**config.mk**
```make
export PLATFORM = sky130hd
export DESIGN_NAME = addr_bit_reg
export DESIGN_NICKNAME = d
export VERILOG_FILES = /design/src/rtl/addr_bit_reg_pkg.sv /design/src/rtl/abr_index_decode.sv /design/src/rtl/abr_cell_update.sv /design/src/rtl/addr_bit_reg.sv
export SDC_FILE = /design/constraint.sdc
export NUM_CORES = 1
export LEC_CHECK = 0
export ABC_AREA = 0
export ABC_CLOCK_PERIOD_IN_PS = 1430
export BUFFER_PORTS_ARGS = -buffer_cell sky130_fd_sc_hd__buf_4
export CAP_MARGIN = 0
export CORE_AREA = 2 2 39 41
export CTS_CLUSTER_SIZE = 24
export DETAILED_ROUTE_END_ITERATION = 7
export DIE_AREA = 0 0 41 43
export PLACE_DENSITY_LB_ADDON = 0.1
export REMOVE_ABC_BUFFERS = 1
export SKIP_CTS_REPAIR_TIMING = 1
export SKIP_LAST_GASP = 1
export SYNTH_ARGS = -nofsm -noshare
export SYNTH_HDL_FRONTEND = slang
export SYNTH_SLANG_ARGS = --single-unit
```
**constraint.sdc**
```tcl
create_clock -name clk -period 1.43 [get_ports clk]
set_clock_uncertainty 0.05 [all_clocks]
set_input_delay 0.286 -clock clk [delete_from_list [all_inputs] [get_ports clk]]
set_output_delay 0.286 -clock clk [all_outputs]
set_load 0.005 [all_outputs]
```
**src/rtl/addr_bit_reg_pkg.sv**
```systemverilog
package addr_bit_reg_pkg;
    typedef enum logic [1:0] {
        MODE_WRITE  = 2'b00,
        MODE_HOLD   = 2'b01,
        MODE_DECODE = 2'b10,
        MODE_CLEAR  = 2'b11
    } op_mode_e;

    // Map the active-low controls onto an operating mode.
    function automatic op_mode_e pick_mode(input logic wr_n, input logic clr_n);
        if (clr_n) return wr_n ? MODE_HOLD  : MODE_WRITE;
        else       return wr_n ? MODE_CLEAR : MODE_DECODE;
    endfunction
endpackage

```
**src/rtl/abr_index_decode.sv**
```systemverilog
module abr_index_decode #(
    parameter int CELLS = 8,
    localparam int IW = $clog2(CELLS)
) (
    input  logic [IW-1:0]    idx,
    output logic [CELLS-1:0] hit
);
    for (genvar g = 0; g < CELLS; g++) begin : g_dec
        assign hit[g] = (idx == IW'(g));
    end
endmodule

```
**src/rtl/abr_cell_update.sv**
```systemverilog
module abr_cell_update #(
    parameter int CELLS = 8
) (
    input  addr_bit_reg_pkg::op_mode_e mode,
    input  logic [CELLS-1:0]           hit,
    input  logic                       bit_in,
    input  logic [CELLS-1:0]           cur,
    output logic [CELLS-1:0]           nxt
);
    import addr_bit_reg_pkg::*;
    for (genvar g = 0; g < CELLS; g++) begin : g_cell
        always_comb begin
            unique case (mode)
                MODE_WRITE:  nxt[g] = hit[g] ? bit_in : cur[g];
                MODE_HOLD:   nxt[g] = cur[g];
                MODE_DECODE: nxt[g] = hit[g] & bit_in;
                default:     nxt[g] = 1'b0;
            endcase
        end
    end
endmodule

```
**src/rtl/addr_bit_reg.sv**
```systemverilog
module addr_bit_reg #(
    parameter int CELLS = 8,
    localparam int IW = $clog2(CELLS)
) (
    input  logic             clk,
    input  logic             rst,
    input  logic             din,
    input  logic [IW-1:0]    sel,
    input  logic             wr_n,
    input  logic             clr_n,
    output logic [CELLS-1:0] q_out
);
    import addr_bit_reg_pkg::*;

    typedef struct packed {
        logic [CELLS-1:0] cells;
    } state_t;

    state_t state_d, state_q;
    op_mode_e mode;
    logic [CELLS-1:0] hit;
    logic [CELLS-1:0] upd;

    abr_index_decode #(.CELLS(CELLS)) dec_i (.idx(sel), .hit(hit));

    abr_cell_update #(.CELLS(CELLS)) upd_i (
        .mode(mode), .hit(hit), .bit_in(din), .cur(state_q.cells), .nxt(upd)
    );

    always_comb begin
        mode = pick_mode(wr_n, clr_n);
        state_d = state_q;
        state_d.cells = upd;
    end

    always_ff @(posedge clk) begin
        if (rst) state_q <= '0;
        else     state_q <= state_d;
    end

    assign q_out = state_q.cells;
endmodule

```
==> results of run 1 <==
kinds of logic (layout without fill, tap and decap cells):
group | Yosys count | after routing | share of synthesized area (%)
multiplexers | 8 | 8 | 20.3
buffers and inverters | 2 | 18 | 2.22
AND/OR/NAND/NOR | 17 | 17 | 36.8
flip-flops | 8 | 8 | 40.6
metal layers:
metal  global-route usage, %  wire, µm
met1                    17.5       431
met2                    12.8       327
met3                    3.66        95
met4                    10.0        10
met5                       0         0
synth_stat cells, drive strengths merged:
library cell	instances
and4bb	3
clkbuf	1
dfxtp	8
nor4	1
buf	1
mux2i	8
nand3b	8
nand4b	1
nand2b	1
nor4b	3
stage by stage:
step	cell area (µm²)	hold slack, ps
floorplan	385	398
global placement	518	426
global route	541	323
finish	541	315
detailed placement	518	429
CTS	541	305
placed cells by master, fill, tap and decap left out:
master,netlist,routed
and4bb_1,1,1
buf_4,0,15
nor4_1,1,1
nand2b_1,1,1
nor4b_1,3,3
nand3b_1,8,8
clkbuf_4,0,3
nand4b_1,1,1
dfxtp_1,8,8
mux2i_1,8,8
and4bb_2,2,2
worst max path at each step:
stage / from / endpoint / slack, ps / cells past startpoint
finish: q_out[2] / q_out[2] / 400 / 1
global route: q_out[6] / q_out[6] / 360 / 1
CTS: q_out[3] / q_out[3] / 380 / 1
detailed placement: wr_n / q_out[1] / 200 / 3
global placement: wr_n / q_out[1] / 240 / 3
floorplan: wr_n / q_out[1] / 490 / 2
area by class of cell:
class	count	area (µm²)
well taps	16	20.0
repair buffers	15	113
fillers	147	843
flip-flops and latches	8	160
clock buffers	3	22.5
multi-input cells	25	225
power groups by stage:
stage	clock (mW)	combinational, mW	sequential, mW
3_5_place_dp	0	0.0556	0.233
5_1_grt	0.193	0.0606	0.228
4_1_cts	0.181	0.0557	0.228
2_1_floorplan	0	0.0197	0.233
6_report	0.167	0.0558	0.228
3_3_place_gp	0	0.0547	0.233
==> flow_summary.json, run 1 <==
{
  "synth-seq-area-share_pct": 40.6,
  "final_util_pct": 39.1,
  "combinationalPowerShare_pct": 12.4,
  "cap_violations": 0,
  "critPathTopFamily": "flip-flops",
  "fin_nets": 61,
  "timing.rr.start": "q_out[0]",
  "crit_path_max_incr_delay_ps": 330,
  "num_vias": 327,
  "outcome": "finished clean",
  "syn_area_um2": 394,
  "grt_use_total_pct": 11.8,
  "ctsLongestPathBuffers": 2,
  "detail-route-antenna-nets": 0,
  "cts_root_buffer": "clkbuf_4",
  "setup_tns_ps": 0,
  "synth_top_cell_by_area": "dfxtp_1",
  "period_minus_slack_ps": 1030,
  "fmax_ghz": 0.972,
  "antenna_cells": 0,
  "synth_seq_cells": 8,
  "syn_area_per_cell_um2": 11.3,
  "crit_fanout": 2,
  "min_to": "q_out[4]",
  "syn_inst": 35,
  "rrSetupSlack_ps": 760,
  "gp_congestion": 0.656,
  "grt_max_degree": 10,
  "slew_viol_final": 0,
  "worst_setup_path_end_kind": "output port",
  "hp-class": "primary input to flop",
  "switching_power_mw": 0.0982,
  "wirelength_um": 864,
  "path_clk_slew_ps": 50,
  "cp-start-kind": "flop",
  "grt_pass1_vias": 298,
  "fin_cells": 67,
  "route.detailed.wl_per_inst_um": 12.9,
  "worst_pin_slew_ps": 391,
  "first_pass_iters": 4,
  "hold_depth": 3,
  "largest_reg_flops": 8,
  "rows": 14,
  "dieArea_mm2": 0.00176,
  "hp-start": "clr_n",
  "port_buffers": 15,
  "cp.arrival_ps": 690,
  "fp.dieH_um": 43,
  "p_total_mw": 0.451,
  "htreeDepth": 1,
  "grt_pass1_wl_mm": 1.37,
  "p_clk_share_pct": 37.0,
  "ioPinCount": 16,
  "worstSetupPathType": "flop to output port",
  "clock_latency_ps": 250,
  "viasPerCell": 4.88,
  "rsz0062_at_grt": "no",
  "reg2regPathDepth": 2,
  "drc_errors": 0,
  "slowest_stage": "dfxtp_1",
  "place_ws_ps": 200,
  "place_inst": 64,
  "syn_to_final_growth_pct": 37.1,
  "layout-drive-gt1-share_pct": 39.2,
  "seq_power_share_pct": 50.6,
  "worst_slack_ps": 401,
  "critPathBufInv": 1,
  "r2r_end": "q_out[0]",
  "finalSetupViolations": 0,
  "finalCritPeriodShare_pct": 72.0,
  "drt_iter0_drc": 3,
  "grt_overflow": 0,
  "start_util_pct": 28.5,
  "yosysWarnings": 0,
  "coreArea_mm2": 0.00138,
  "finalHoldViolCount": 0,
  "maxSlewHeadroom_pct": 73.6,
  "die_x_um": 41,
  "cp.required_ps": 1090,
  "p_leak_nw": 0.213,
  "ir_drop_uv": 394,
  "cts_made_buffers": 3,
  "yosys.area.top_type_share_pct": 40.6,
  "ys_top_cells_by_area": "dfxtp_1 (41%), mux2i_1 (20%), nand3b_1 (15%)",
  "netSwitchingFraction_pct": 21.8,
  "netlist-cell-type-count": 11,
  "crit_path_cell_trace": "buf_4",
  "tritoncts": "yes",
  "power_density_mw_per_mm2": 834,
  "internal_power_mw": 0.353,
  "cts_sinks": 8,
  "antenna_found_initial": 0
}
(Power assumes the default switching activity.)
==> run 2: changes to the inputs <==
- ABC_AREA: 0 -> 1
- ABC_CLOCK_PERIOD_IN_PS: 1430 -> 1000
- clock period: 1.43 -> 1 ns (I/O delays scaled with it)
==> run 2 against run 1 <==
Against the previous run:
- sequential cell count unchanged
- area after synthesis increased by 9.8%
- worst setup slack worse by 350 ps
- cell area is 7.9% higher
- critical path depth unchanged
- sequential share of layout area decreased by 2.2 points
- largest power group unchanged
- highest routed layer unchanged
==> flow_summary.json, run 2 <==
{
  "outcome": "finished clean",
  "grt_overflow": 0,
  "route.detailed.wl_per_inst_um": 9.49,
  "fmax_ghz": 1.05,
  "ioPinCount": 16,
  "finalSetupViolations": 0,
  "power_density_mw_per_mm2": 1190,
  "cts_sinks": 8,
  "cts_made_buffers": 3,
  "finalHoldViolCount": 0,
  "crit_path_cell_trace": "buf_4",
  "wirelength_um": 911,
  "slew_viol_final": 0,
  "clock_latency_ps": 250,
  "cp.arrival_ps": 700,
  "ir_drop_uv": 507,
  "hp-class": "primary input to flop",
  "layout-drive-gt1-share_pct": 33.8,
  "antenna_found_initial": 0,
  "drt_iter0_drc": 1,
  "antenna_cells": 0,
  "muxShareOfSynthArea_pct": 0,
  "crit_fanout": 2,
  "yosysWarnings": 0,
  "fin_cells": 96,
  "critPathBufInv": 1,
  "setup_tns_ps": 0,
  "critPathTopFamily": "flip-flops",
  "finalCritPeriodShare_pct": 95.0,
  "gp_congestion": 0.679,
  "synth-seq-area-share_pct": 37.0,
  "netlist-cell-type-count": 11,
  "port_buffers": 15,
  "cts_root_buffer": "clkbuf_4",
  "die_x_um": 41,
  "syn_inst": 63,
  "rsz0062_at_grt": "no",
  "yosysMostFrequentCell": "nand2_1",
  "worst_pin_slew_ps": 241,
  "largest_reg_flops": 8,
  "place_ws_ps": 78.5,
  "grt_use_total_pct": 14.1,
  "p_leak_nw": 0.283,
  "syn_area_um2": 433,
  "coreArea_mm2": 0.00138,
  "path_clk_slew_ps": 60,
  "synth_edf_count": 0,
  "tritoncts": "yes",
  "synth-xor-area-share_pct": 0,
  "worst_slack_ps": 50.1,
  "synth_top_family_by_area": "simple AND/OR/NAND/NOR gates",
  "yosys.area_share.simple_pct": 42.2,
  "place_inst": 93,
  "start_util_pct": 31.3,
  "dieArea_mm2": 0.00176,
  "synth_seq_cells": 8,
  "yosys.area.top_type_share_pct": 37.0,
  "worstSetupPathType": "flop to output port",
  "hold_ws_ps": 183,
  "synthTopCellsByCount": "nand2_1 (17), nor2_1 (9), dfxtp_1 (8), nand3_1 (8), a21boi_1 (6)",
  "crit_path_max_incr_delay_ps": 340,
  "grt_max_degree": 9,
  "synth_compound_area_share_pct": 12.7,
  "first_pass_iters": 2,
  "maxSlewHeadroom_pct": 83.9,
  "ctsLongestPathBuffers": 2,
  "nFillCells": 154,
  "layout_commonest_cell": "nand2_1",
  "grt_pass1_vias": 377,
  "multi_input_area_um2": 238,
  "syn_to_final_growth_pct": 34.7,
  "ys_top_cells_by_area": "dfxtp_1 (37%), nand2_1 (15%), a21boi_1 (10%)",
  "p_total_mw": 0.696,
  "cp-start-kind": "flop",
  "rows": 14,
  "fin_nets": 90,
  "num_vias": 406,
  "synth_ff_type": "dfxtp_1",
  "synth_fa_ha_area_share_pct": 0,
  "final_cell_mix": "nand2_1 (17), buf_4 (15), nor2_1 (9)",
  "syn_area_per_cell_um2": 6.87,
  "slowest_stage": "dfxtp_1",
  "worst_setup_path_end_kind": "output port",
  "synth-async-reset-ratio_pct": 0,
  "viasPerCell": 4.23,
  "htreeDepth": 1,
  "grt_pass1_wl_mm": 1.59,
  "period_minus_slack_ps": 950,
  "cp.required_ps": 750,
  "synth_top_cell_by_area": "dfxtp_1",
  "detail-route-antenna-nets": 0,
  "fp.dieH_um": 43,
  "hpwlAfterDp_um": 658,
  "regArea_um2": 160,
  "cap_violations": 0,
  "drc_errors": 0
}
## run 2: final timing paths
check                 from  slack, ps        to  cells after the start
setup / recovery  q_out[0]         50  q_out[0]                      1
hold / removal         rst        180  q_out[5]                      4
setup reg to reg  q_out[0]        270  q_out[0]                      3
hold reg to reg   q_out[6]        510  q_out[6]                      4
## run 2: per-stage QoR
stage / area, µm² / util [%]
finish: 583 / 42.1
global placement: 561 / 40.5
CTS: 583 / 42.1
global route: 583 / 42.1
detailed placement: 561 / 40.5
floorplan: 428 / -
## run 2: power breakdown
part / internal, mW / total [mW] / switching (mW)
combinational: 0.0503 / 0.115 / 0.0652
clock: 0.138 / 0.251 / 0.113
sequential: 0.327 / 0.330 / 0.00364
## run 2: kinds of logic (layout without fill, tap and decap cells)
group | Yosys count | count (layout)
and+or+nand+nor | 38 | 38
buffers and inverters | 9 | 26
AOI/OAI and AO/OA | 8 | 8
DFF | 8 | 8
## run 2: cell type report
type                    count  area share [%]
repair buffers             15            19.3
flip-flops and latches      8            27.5
clock buffers               3            3.86
inverters                   8            5.15
well taps                  16            3.43
multi-input cells          46            40.8
## run 2: metal layers
metal / vias up / routed length, µm / global-route usage, %
li1: 233 / - / -
met3: 2 / 47 / 6.28
met2: 7 / 401 / 18.1
met4: 0 / 13 / 10.0
met5: - / 0 / 0
met1: 164 / 449 / 17.7
## run 2: worst min-delay path, cell delays in order
cell and delay [ps]:
buf_4 80, inv_2 60, nand2_1 70, nor2_1 30
==> run 3: changes to the inputs <==
- GPL_ROUTABILITY_DRIVEN: default -> 0
- PLACE_DENSITY: default -> 0.69
- PLACE_DENSITY_LB_ADDON: 0.1 -> default
==> run 3 against run 2 <==
Against the previous run:
- register-to-register slack about the same
- sequential share of layout area unchanged
- fmax about the same
- combinational power about the same
- sequential cell count unchanged
- worst hold slack got worse by 10 ps
- sequential power about the same
- global-route usage decreased by 1.0 points
- critical path type unchanged
- critical endpoint unchanged
==> flow_summary.json, run 3 (synthesis results as in run 2) <==
{
  "dieArea_mm2": 0.00176,
  "slowest_stage": "dfxtp_1",
  "outcome": "finished clean",
  "p_total_mw": 0.699,
  "cap_violations": 0,
  "power_density_mw_per_mm2": 1200,
  "ir_drop_uv": 553,
  "viasPerCell": 4.53,
  "start_util_pct": 31.3,
  "finalCritPeriodShare_pct": 95.1,
  "layout-drive-gt1-share_pct": 33.8,
  "wirelength_um": 920,
  "ctsLongestPathBuffers": 2,
  "hp-class": "primary input to flop",
  "slew_viol_final": 0,
  "layout_commonest_cell": "nand2_1",
  "hold_ws_ps": 173,
  "crit_fanout": 2,
  "detail-route-antenna-nets": 0,
  "grt_pass1_wl_mm": 1.53,
  "cts_sinks": 8,
  "rows": 14,
  "setup_tns_ps": 0,
  "final_util_pct": 42.1,
  "switching_power_mw": 0.185,
  "cp-start-kind": "flop",
  "place_ws_ps": 68.6,
  "p_clk_share_pct": 36.3,
  "critPathBufInv": 1,
  "critPathTopFamily": "flip-flops",
  "first_pass_iters": 4,
  "grt_pass1_vias": 378,
  "place_inst": 93,
  "cts_root_buffer": "clkbuf_4",
  "p_leak_nw": 0.283,
  "fmax_ghz": 1.05,
  "cp.arrival_ps": 700,
  "ioPinCount": 16,
  "htreeDepth": 1,
  "grt_use_total_pct": 13.0,
  "period_minus_slack_ps": 951,
  "final_cell_mix": "nand2_1 (17), buf_4 (15), nor2_1 (9)",
  "rsz0062_at_grt": "no",
  "fin_cells": 96,
  "worst_slack_ps": 49.4,
  "antenna_cells": 0,
  "finalHoldViolCount": 0,
  "fin_area_um2": 583,
  "grt_overflow": 0,
  "drt_iter0_drc": 4,
  "route.detailed.wl_per_inst_um": 9.58,
  "port_buffers": 15,
  "seq_power_share_pct": 47.2,
  "die_x_um": 41,
  "path_clk_slew_ps": 50,
  "maxSlewHeadroom_pct": 83.3,
  "num_vias": 435,
  "cts_made_buffers": 3,
  "worstSetupPathType": "flop to output port",
  "largest_reg_flops": 8,
  "crit_path_max_incr_delay_ps": 330,
  "crit_path_cell_trace": "buf_4",
  "coreArea_mm2": 0.00138,
  "fp.dieH_um": 43,
  "internal_power_mw": 0.515,
  "netSwitchingFraction_pct": 26.4,
  "clock_latency_ps": 260,
  "syn_to_final_growth_pct": 34.7,
  "finalSetupViolations": 0,
  "worst_pin_slew_ps": 250,
  "tritoncts": "yes",
  "cp.required_ps": 750,
  "placed_cell_area_um2": 561,
  "antenna_found_initial": 0,
  "worst_setup_path_end_kind": "output port",
  "grt_max_degree": 9,
  "hpwlAfterDp_um": 682,
  "drc_errors": 0,
  "fin_nets": 90,
  "combinationalPowerShare_pct": 16.5
}
[run 3: power by group through the flow]
stage / clock network, mW / logic, mW / registers (mW)
6_report: 0.254 / 0.116 / 0.330
5_1_grt: 0.275 / 0.130 / 0.331
4_1_cts: 0.258 / 0.117 / 0.330
3_5_place_dp: 0 / 0.116 / 0.337
3_3_place_gp: 0 / 0.115 / 0.337
2_1_floorplan: 0 / 0.0576 / 0.338
[run 3: final timing paths]
path | from | slack (ps) | depth (start not counted) | endpoint
max | q_out[0] | 50 | 1 | q_out[0]
min | rst | 170 | 4 | q_out[7]
max reg2reg | q_out[0] | 270 | 3 | q_out[0]
min reg2reg | q_out[5] | 510 | 4 | q_out[5]
[run 3: cell type report]
class	instances	area, µm²
Clock buffer	3	22.5
Tap cell	16	20.0
Fill cell	152	801
Timing Repair Buffer	15	113
Inverter	8	30.0
Sequential cell	8	160
Multi-Input combinational cell	46	238
[run 3: layer usage]
layer  share of wire (%)  global-route usage [%]  wire (µm)
met5                   0                       0          0
met4                 2.7                    10.0         25
met3                 9.3                    5.24         86
met1                  47                    17.3        433
met2                  41                    15.9        374
